[src/rtl/corr_detect_pkg.sv]
package corr_detect_pkg;
    typedef enum logic [1:0] {
        ST_RUN   = 2'd0,
        ST_CLEAR = 2'd1,
        ST_SCAN  = 2'd2
    } corr_state_e;
endpackage

[src/rtl/corr_momentum.sv]
module corr_momentum #(
    parameter int N_CH  = 8,
    parameter int INC_W = 8,
    parameter int GAIN  = 8,
    parameter int FLOOR = 16
) (
    input  logic [N_CH-1:0]  bits,
    output logic [INC_W-1:0] inc
);
    localparam int CNT_W   = $clog2(N_CH + 1);
    localparam int INC_MAX = (1 << INC_W) - 1;

    logic [CNT_W-1:0] pop;
    logic [31:0]      scaled;
    logic [31:0]      capped;

    always_comb begin
        pop = '0;
        for (int i = 0; i < N_CH; i++) begin
            pop = pop + CNT_W'(bits[i]);
        end
        scaled = 32'(pop) * 32'(GAIN);
        capped = (scaled > 32'(INC_MAX)) ? 32'(INC_MAX) : scaled;
        inc    = (capped < 32'(FLOOR)) ? '0 : INC_W'(capped);
    end
endmodule

[src/rtl/corr_cell.sv]
module corr_cell #(
    parameter int ACC_W = 16,
    parameter int INC_W = 8
) (
    input  logic             clk,
    input  logic             rst_n,
    input  logic             clr,
    input  logic             add_en,
    input  logic [INC_W-1:0] inc,
    output logic [ACC_W-1:0] acc
);
    logic [ACC_W:0] sum;

    always_comb begin
        sum = {1'b0, acc} + (ACC_W+1)'(inc);
    end

    always_ff @(posedge clk or negedge rst_n) begin
        if (!rst_n) begin
            acc <= '0;
        end else if (clr) begin
            acc <= '0;
        end else if (add_en) begin
            acc <= sum[ACC_W] ? {ACC_W{1'b1}} : sum[ACC_W-1:0];
        end
    end
endmodule

[src/rtl/corr_group_avg.sv]
module corr_group_avg #(
    parameter int ACC_W = 16,
    parameter int REP   = 2
) (
    input  logic [REP*ACC_W-1:0] grp,
    output logic [ACC_W-1:0]     avg
);
    localparam int SH    = $clog2(REP);
    localparam int SUM_W = ACC_W + SH;

    logic [SUM_W-1:0] sum;

    always_comb begin
        sum = '0;
        for (int r = 0; r < REP; r++) begin
            sum = sum + SUM_W'(grp[r*ACC_W +: ACC_W]);
        end
        avg = ACC_W'(sum >> SH);
    end
endmodule

[src/rtl/corr_detect_top.sv]
module corr_detect_top #(
    parameter int N_STREAMS = 4,
    parameter int REP       = 2,
    parameter int ACC_W     = 16,
    parameter int INC_W     = 8,
    parameter int GAIN      = 8,
    parameter int FLOOR     = 16,
    localparam int N_CH     = N_STREAMS * REP,
    localparam int SIDX_W   = (N_STREAMS > 1) ? $clog2(N_STREAMS) : 1
) (
    input  logic              clk,
    input  logic              rst_n,
    input  logic              step_valid,
    input  logic [N_CH-1:0]   step_bits,
    input  logic              clear_cmd,
    input  logic              scan_cmd,
    input  logic              thr_we,
    input  logic [ACC_W-1:0]  thr_value,
    output logic              busy,
    output logic              rd_valid,
    output logic [SIDX_W-1:0] rd_stream,
    output logic [ACC_W-1:0]  rd_avg,
    output logic              rd_flag
);
    import corr_detect_pkg::*;

    localparam logic [SIDX_W-1:0] LAST_IDX = SIDX_W'(N_STREAMS - 1);

    corr_state_e           state, state_nx;
    logic [SIDX_W-1:0]     scan_idx;
    logic [ACC_W-1:0]      thr_q;
    logic [INC_W-1:0]      inc;
    logic                  take_step;
    logic [N_CH*ACC_W-1:0] acc_flat;
    logic [ACC_W-1:0]      avg_arr [N_STREAMS];
    logic [ACC_W-1:0]      avg_sel;

    // increment derived from the population count of the step
    corr_momentum #(
        .N_CH (N_CH),
        .INC_W(INC_W),
        .GAIN (GAIN),
        .FLOOR(FLOOR)
    ) u_mom (
        .bits(step_bits),
        .inc (inc)
    );

    assign take_step = (state == ST_RUN) && step_valid && !clear_cmd && !scan_cmd;

    generate
        for (genvar c = 0; c < N_CH; c++) begin : g_cell
            corr_cell #(
                .ACC_W(ACC_W),
                .INC_W(INC_W)
            ) u_cell (
                .clk   (clk),
                .rst_n (rst_n),
                .clr   (state == ST_CLEAR),
                .add_en(take_step && step_bits[c]),
                .inc   (inc),
                .acc   (acc_flat[c*ACC_W +: ACC_W])
            );
        end
        for (genvar s = 0; s < N_STREAMS; s++) begin : g_grp
            corr_group_avg #(
                .ACC_W(ACC_W),
                .REP  (REP)
            ) u_avg (
                .grp(acc_flat[s*REP*ACC_W +: REP*ACC_W]),
                .avg(avg_arr[s])
            );
        end
    endgenerate

    always_comb begin
        avg_sel = avg_arr[0];
        for (int s = 0; s < N_STREAMS; s++) begin
            if (scan_idx == SIDX_W'(s)) begin
                avg_sel = avg_arr[s];
            end
        end
    end

    // next-state logic
    always_comb begin
        state_nx = state;
        unique case (state)
            ST_RUN: begin
                if (clear_cmd) begin
                    state_nx = ST_CLEAR;
                end else if (scan_cmd) begin
                    state_nx = ST_SCAN;
                end
            end
            ST_CLEAR: state_nx = ST_RUN;
            ST_SCAN: begin
                if (scan_idx == LAST_IDX) begin
                    state_nx = ST_RUN;
                end
            end
            default: state_nx = ST_RUN;
        endcase
    end

    // state register
    always_ff @(posedge clk or negedge rst_n) begin
        if (!rst_n) begin
            state <= ST_RUN;
        end else begin
            state <= state_nx;
        end
    end

    // outputs and scan index
    always_ff @(posedge clk or negedge rst_n) begin
        if (!rst_n) begin
            rd_valid  <= 1'b0;
            rd_stream <= '0;
            rd_avg    <= '0;
            rd_flag   <= 1'b0;
            scan_idx  <= '0;
        end else begin
            rd_valid <= 1'b0;
            if (state == ST_SCAN) begin
                rd_valid  <= 1'b1;
                rd_stream <= scan_idx;
                rd_avg    <= avg_sel;
                rd_flag   <= avg_sel > thr_q;
                scan_idx  <= (scan_idx == LAST_IDX) ? '0 : scan_idx + 1'b1;
            end else begin
                scan_idx <= '0;
            end
        end
    end

    always_ff @(posedge clk or negedge rst_n) begin
        if (!rst_n) begin
            thr_q <= '0;
        end else if (thr_we) begin
            thr_q <= thr_value;
        end
    end

    assign busy = (state != ST_RUN);
endmodule

[config.mk]
export PLATFORM = sky130hd
export DESIGN_NAME = corr_detect_top
export DESIGN_NICKNAME = d
export VERILOG_FILES = /design/src/rtl/corr_detect_pkg.sv /design/src/rtl/corr_momentum.sv /design/src/rtl/corr_cell.sv /design/src/rtl/corr_group_avg.sv /design/src/rtl/corr_detect_top.sv
export SDC_FILE = /design/constraint.sdc
export NUM_CORES = 1
export LEC_CHECK = 0
export BUFFER_PORTS_ARGS = -buffer_cell sky130_fd_sc_hd__buf_4
export CAP_MARGIN = 10
export CORE_MARGIN = 3
export CORE_UTILIZATION = 30
export CTS_CLUSTER_SIZE = 40
export DETAILED_ROUTE_END_ITERATION = 10
export GPL_ROUTABILITY_DRIVEN = 0
export PLACE_DENSITY = 0.54
export SLEW_MARGIN = 20
export SYNTH_ARGS = -nofsm -noshare
export SYNTH_HDL_FRONTEND = slang
export SYNTH_SLANG_ARGS = --single-unit
[constraint.sdc]
create_clock -name clk -period 3.3 [get_ports clk]
set_input_delay 0.66 -clock clk [delete_from_list [all_inputs] [get_ports clk]]
set_output_delay 0.66 -clock clk [all_outputs]
set_load 0.05 [all_outputs]
Yosys cells after proc, flatten, opt, wreduce, memory -nomap -nowiden
Index checks and enable logic that the tools add are counted.
- register bits: 168
- bits of input ports: 30
- output and inout bits: 21
- $add $sub $neg: 20
- magnitude comparators: 2
- equal/unequal tests: 7
- multiplexer cells: 35
- reductions and logical operators: 24
- operator list (operator ; count):
    16-bit two-way mux ; 27
    16-bit by 7-bit adder with 17-bit output ; 8
    16-bit by 16-bit adder with 17-bit output ; 4
    4-bit by 1-bit adder with 4-bit output ; 6
    2-bit nonzero test ; 9
    16-bit > comparator ; 1
    1-bit logical AND ; 11
    2-bit two-way mux ; 5
    7-bit by 5-bit < comparator with 1-bit output (second input constant) ; 1
    7-bit two-way mux ; 1
    2-bit == test (second input constant) ; 3
    2-bit by 1-bit == test with 1-bit output (second input constant) ; 2
    2-bit one-hot mux with 2 select lines ; 1
    3-bit inequality test (second input constant) ; 1
    1-bit by 1-bit adder with 2-bit output ; 1
    2-bit by 1-bit adder with 2-bit output (second input constant) ; 1
    1-bit logical NOT ; 2
    2-bit logical NOT ; 1
    2-bit inequality test (second input constant) ; 1
    2-bit AND reduction ; 1
    1-bit two-way mux ; 1

Longest topological paths before layout
- depth in word-level cells: 13
- gate-level depth with buffers: 18

Hierarchy
From an unflattened synthesis, not the netlist that was laid out.
- cell total of the unflattened synthesis: 1731
- area, all modules: 15498.6 µm²
- modules (own cells, without submodules) (module ; instances ; cells an instance ; area each (µm²) ; sequential area each (µm²)):
    corr_cell (g_cell[1].u_cell ...) ; 4 ; 122 ; 1227.4 ; 400.4
    corr_cell (g_cell[0].u_cell ...) ; 4 ; 123 ; 1127.3 ; 400.4
    corr_detect_top ; 1 ; 303 ; 2655.0 ; 1001.0
    corr_group_avg (g_grp[2].u_avg ...) ; 2 ; 108 ; 835.8 ; 0.0
    corr_group_avg (g_grp[0].u_avg) ; 1 ; 106 ; 773.2 ; 0.0
    corr_group_avg (g_grp[1].u_avg) ; 1 ; 99 ; 754.5 ; 0.0
    corr_momentum ; 1 ; 27 ; 225.2 ; 0.0

Least setup slack after synthesis
No wires, ideal clock.
- path kind: input port to flip-flop
- start: input port step_bits[0]
- end: register g_cell[2].u_cell.acc[13]
- arrival: 4.870 ns
- data required time: 3.196 ns
- path slack: -1.674 ns
- cell stages on the path: 16
- path buffers: 1
- cell sequence: ha_1 inv_1 fa_1 fa_1 fa_1 fa_1 xnor2_1 o31a_1 ha_1 maj3_1 a21o_1 a21oi_1 or2_1 or3_1 buf_6 o311ai_1
- cells in the longest elaborated chain, start to end: 13
- RTL lines (element ; RTL line ; RTL):
    from (decl) ; corr_detect_top.sv:14 ; input logic [N_CH-1:0] step_bits,
    1-bit by 1-bit adder with 2-bit output (*) ; corr_momentum.sv:20 ; pop = pop + CNT_W'(bits[i]);
    4-bit by 1-bit adder with 4-bit output (*) (6 in series) ; corr_momentum.sv:20 ;
    7-bit by 5-bit < comparator with 1-bit output ; corr_momentum.sv:24 ; inc = (capped < 32'(FLOOR)) ? '0 : INC_W'(capped);
    7-bit two-way mux (*) ; corr_momentum.sv:24 ;
    16-bit by 7-bit adder with 17-bit output (*) ; corr_cell.sv:15 ; sum = {1'b0, acc} + (ACC_W+1)'(inc);
    16-bit two-way mux (*) ; corr_cell.sv:24 ; acc <= sum[ACC_W] ? {ACC_W{1'b1}} : sum[ACC_W-1:0];
    16-bit two-way mux (*) ; corr_cell.sv:23 ; end else if (add_en) begin
    16-bit two-way mux (*) ; corr_cell.sv:21 ; end else if (clr) begin
    to (signal assigned) ; corr_cell.sv:24 ;
    to (decl) ; corr_cell.sv:10 ; output logic [ACC_W-1:0] acc
Every way passes the cells marked *; elsewhere a longest branch is shown, timed or not. The select of a mux whose other input is x is not followed.
A chain may end at the register's enable or synchronous reset.

Worst setup path after layout
- start: input port step_bits[1]
- end: register g_cell[7].u_cell.acc[11]
- cells in the longest elaborated chain, start to end: 13
- RTL lines (element ; RTL line):
    1-bit by 1-bit adder with 2-bit output (*) ; corr_momentum.sv:20
    4-bit by 1-bit adder with 4-bit output (*) (6 in series) ; corr_momentum.sv:20
    7-bit by 5-bit < comparator with 1-bit output ; corr_momentum.sv:24
    7-bit two-way mux (*) ; corr_momentum.sv:24
    16-bit by 7-bit adder with 17-bit output (*) ; corr_cell.sv:15
    16-bit two-way mux (*) ; corr_cell.sv:24
    16-bit two-way mux (*) ; corr_cell.sv:23
    16-bit two-way mux (*) ; corr_cell.sv:21
    to (signal assigned) ; corr_cell.sv:24
    to (decl) ; corr_cell.sv:10
Marks and branches as above.

==> run summary <==
The flow ran to the end, but the final reports show violations. The final reports fail on negative setup slack. The Yosys step of the flow raised 0 warnings.

The number of DRC markers in iteration 0 came out at roughly 660. Summed over all layers, the global routing overflow is 0. The total of flip-flops plus latches after synthesis is around 150. In this run the tool buffered the top-level ports with 50 buffer cells.

The end-of-flow core utilization came out at between 40% and 50%. The net count after synthesis is around 1.5k. In the post-synthesis netlist, the cell with the most instances is dfrtp_1. The number of top-level pins is just over 50.

The number of enable flip-flop cells after synthesis is 0. The static leakage power came out at a little under 8 nW. The number of nets with antenna violations after detailed routing came out at 0.

The via count of the first global-routing pass is ~11k. Setup repair after global routing could not meet its margin everywhere. The worst hold margin came out at roughly 0.17 ns. The number of hold buffers added after cts is 0. The fill cell instance count of the final layout came out at roughly 3.6k. The worst setup path is launched from an input pin. The wire length of the first global-routing pass is 56300 um. In the finished design, the share of the clock period the worst path needs comes to 134%.

In this run the worst path has a maximum fanout of 6. The initial antenna violation count came out at 0. Across the routed clock network, the largest skew measured is ~0.014 ns. The die extent in x came out at 201 um. The height of the chip came out at approximately 200 um. Buffers inserted during clock tree synthesis total 17. The proportion of synthesized flip-flops having asynchronous set or reset is 100%. Measured against its own limit, the worst slew margin works out to between 50% and 60%.

The number of max-capacitance violations reported came out at 0. Derived from the worst setup path, the maximum achievable clock frequency is approximately 230 MHz. The count of mapped cells out of synthesis is about 1.3k. The detailed-route wire length per cell came out at ~17 um. The core outline area came out at roughly 37000 um2. Sorting the synthesized cells by how often they occur yields dfrtp_1, nand2_1, ha_1.

Before antenna repair, the detailed router went through 5 iterations. In this run the worst hold path is classified as input pin to asynchronous set/reset pin. The clock tree from TritonCTS is built. The count of nets after finishing came out at 1766.

The data arrival time of the critical path is 4.74 ns. The pin slew with the least headroom to its limit came out at roughly 0.65 ns. Setup violations remaining at the end of the flow were counted as 113. The post-layout worst setup margin is -1.12 ns. The later-pin clock latency in the skew report came out at around 0.44 ns. The largest net degree at the start of global routing is 72. The area share of the largest cell type after synthesis is about a third. Of the synthesized area, sequential elements account for between 30 and 40%.

The tree is rooted in a clkbuf_16. The worst setup path is captured at a flip-flop. In this run the power density over the cells is 516 nW/um2. Clock-pin slew was measured on the worst setup and hold paths at 0.06 ns. In the global route stage, overall resource usage came out at around 17%. Detailed placement ended at an HPWL of around 27000 um. The synthesized netlist occupies a cell area of ~11000 um2. After layout, the minimum clock period comes to around 4.4 ns.

Of the cells placed in the final design, the portion with a size suffix greater than 1 is roughly 36%. The library cell occupying the most area in the post-synthesis netlist is dfrtp_1. For this run, design rule violations remaining after detail routing come to 0. The leading register cell type out of synthesis is dfrtp_1. The setup slack on the worst flop-to-flop path is -0.13 ns. The worst-case IR drop observed on VDD is roughly 0.37 mV.

The total number of H-tree levels came out at 4. The maximum clock insertion buffer count is 2. In the routed layout, each cell is associated on average with a via count of about 5.2.

The area added between synthesis and finish came out at 42.5%. The floorplan has 70 rows. The number of hold violations in the final report came out at 0.

The final route contains ~11k vias. The initial core utilization is ~31%. The die outline area is around 40000 um2.

At the worst endpoint, the required time is between 3 and 4 ns. The setup path with the least slack is of type input pin to flip-flop. The post-synthesis area per instance came out at 8.72 um2. The number of sinks on the clock net is 151. The aggregate routed wire length came out at around 36000 um. The number of distinct standard cells referenced by the synthesized netlist is 75.

The post-place setup slack came out at -1.75 ns. The number of max-slew violations in the final report is 0. The total inserted antenna cells came out at 0.

Ranked by total cell area, the synthesized netlist is headed by dfrtp_1, ha_1, o21ai_0, nand3_1, nand2_1.
cells by family after synthesis:
group           synth area share (%)
fa+ha+maj                       13.9
compound gates                  21.9
xor+xnor                        6.91
mux                             2.18
simple gates                    18.0
buf+inv                         3.95
flops                           33.1
worst paths after layout:
path / to / startpoint / cells past startpoint
worst max-delay path: g_cell[7].u_cell.acc[11]$_DFFE_PN0P_ / step_bits[1] / 19
worst min-delay path: g_cell[6].u_cell.acc[12]$_DFFE_PN0P_ / rst_n / 1
worst max register to register: rd_flag$_DFFE_PN0P_ / g_cell[3].u_cell.acc[5]$_DFFE_PN0P_ / 15
worst min register to register: scan_idx[0]$_DFF_PN0_ / scan_idx[0]$_DFF_PN0_ / 1
max in group asynchronous: g_cell[0].u_cell.acc[1]$_DFFE_PN0P_ / rst_n / 2
min in group clk: thr_q[5]$_DFFE_PN0P_ / thr_value[5] / 3
sequential cells by signal (all words and copies together), names as in the netlist:
signal and count:
scan_idx 2, rd_valid 1, g_cell.u_cell.acc 112, rd_stream 2
rd_avg 15, state 2, rd_flag 1, thr_q 16
worst max-delay path, stage by stage:
cell      delay [ns]
buf_8           0.10
ha_4            0.25
inv_2           0.03
fa_1            0.50
fa_1            0.43
fa_2            0.38
fa_2            0.39
xnor2_4         0.14
o31a_1          0.33
buf_6           0.16
ha_4            0.16
maj3_2          0.29
a21o_1          0.21
a21oi_2         0.18
nor3_2          0.09
nand3_2         0.12
buf_12          0.11
buf_12          0.11
o211ai_1        0.08
where the power goes:
part / switching, W / internal, W
registers: 0.000214 / 0.00209
logic: 0.00232 / 0.00189
clock network: 0.000830 / 0.00105
metrics by stage:
step	TNS, ns	instances	total power [W]	cell area (um2)
3_5_place_dp	-179.54	2067	0.00600	14200
4_1_cts	-109.76	2113	0.00810	15400
3_3_place_gp	-174.18	2067	0.00595	14200
2_1_floorplan	-141.25	1309	0.00447	11500
5_1_grt	-123.50	2130	0.00893	16300
6_report	-106.86	2130	0.00839	16300
layout by cell type (no fill, tap or decap), types with 6 or more instances in the layout:
cell type,n
o211ai_1,29
a211oi_1,7
buf_4,308
nand3_1,81
nand2_1,115
o21ai_2,32
xor2_1,36
nor3_1,22
mux2i_1,10
xnor2_1,48
a21oi_1,53
dfrtp_1,151
a21o_1,23
clkbuf_16,18
nor2_1,64
o21a_1,19
ha_4,21
and4_1,6
buf_6,19
inv_1,60
clkinvlp_4,7
and3_1,15
nand3_2,23
and2_1,9
a31oi_1,14
a21oi_2,19
o211a_1,7
o311ai_1,11
nand2_2,14
nand4_1,19
o21ai_0,49
mux2_2,11
o21ai_1,34
nor2b_1,15
ha_1,95
final cells by class:
cell class                      instances  area (um2)  share of cell area [%]
Clock buffer                           19         443                    2.72
Clock inverter                         12         106                   0.654
Inverter                               62         233                    1.43
Multi-Input combinational cell       1049        8430                    51.8
Sequential cell                       151        3780                    23.2
Tap cell                              504         631                    3.88
Timing Repair Buffer                  333        2640                    16.2
metal layers:
metal / track usage (%) / up-vias / routed length, um
li1: - / 5431 / -
met1: 24.8 / 5323 / 17300
met2: 27.5 / 205 / 16600
met3: 2.59 / 23 / 1400
met4: 3.76 / 0 / 357
met5: 0 / - / 0
repair_timing:
action                     CTS  global route
resized for setup          130           185
setup endpoints to repair  113           113
buffers inserted            11            19
cloned                       4             1
pin swaps                   56           116
Power figures use the tool's default switching activity.
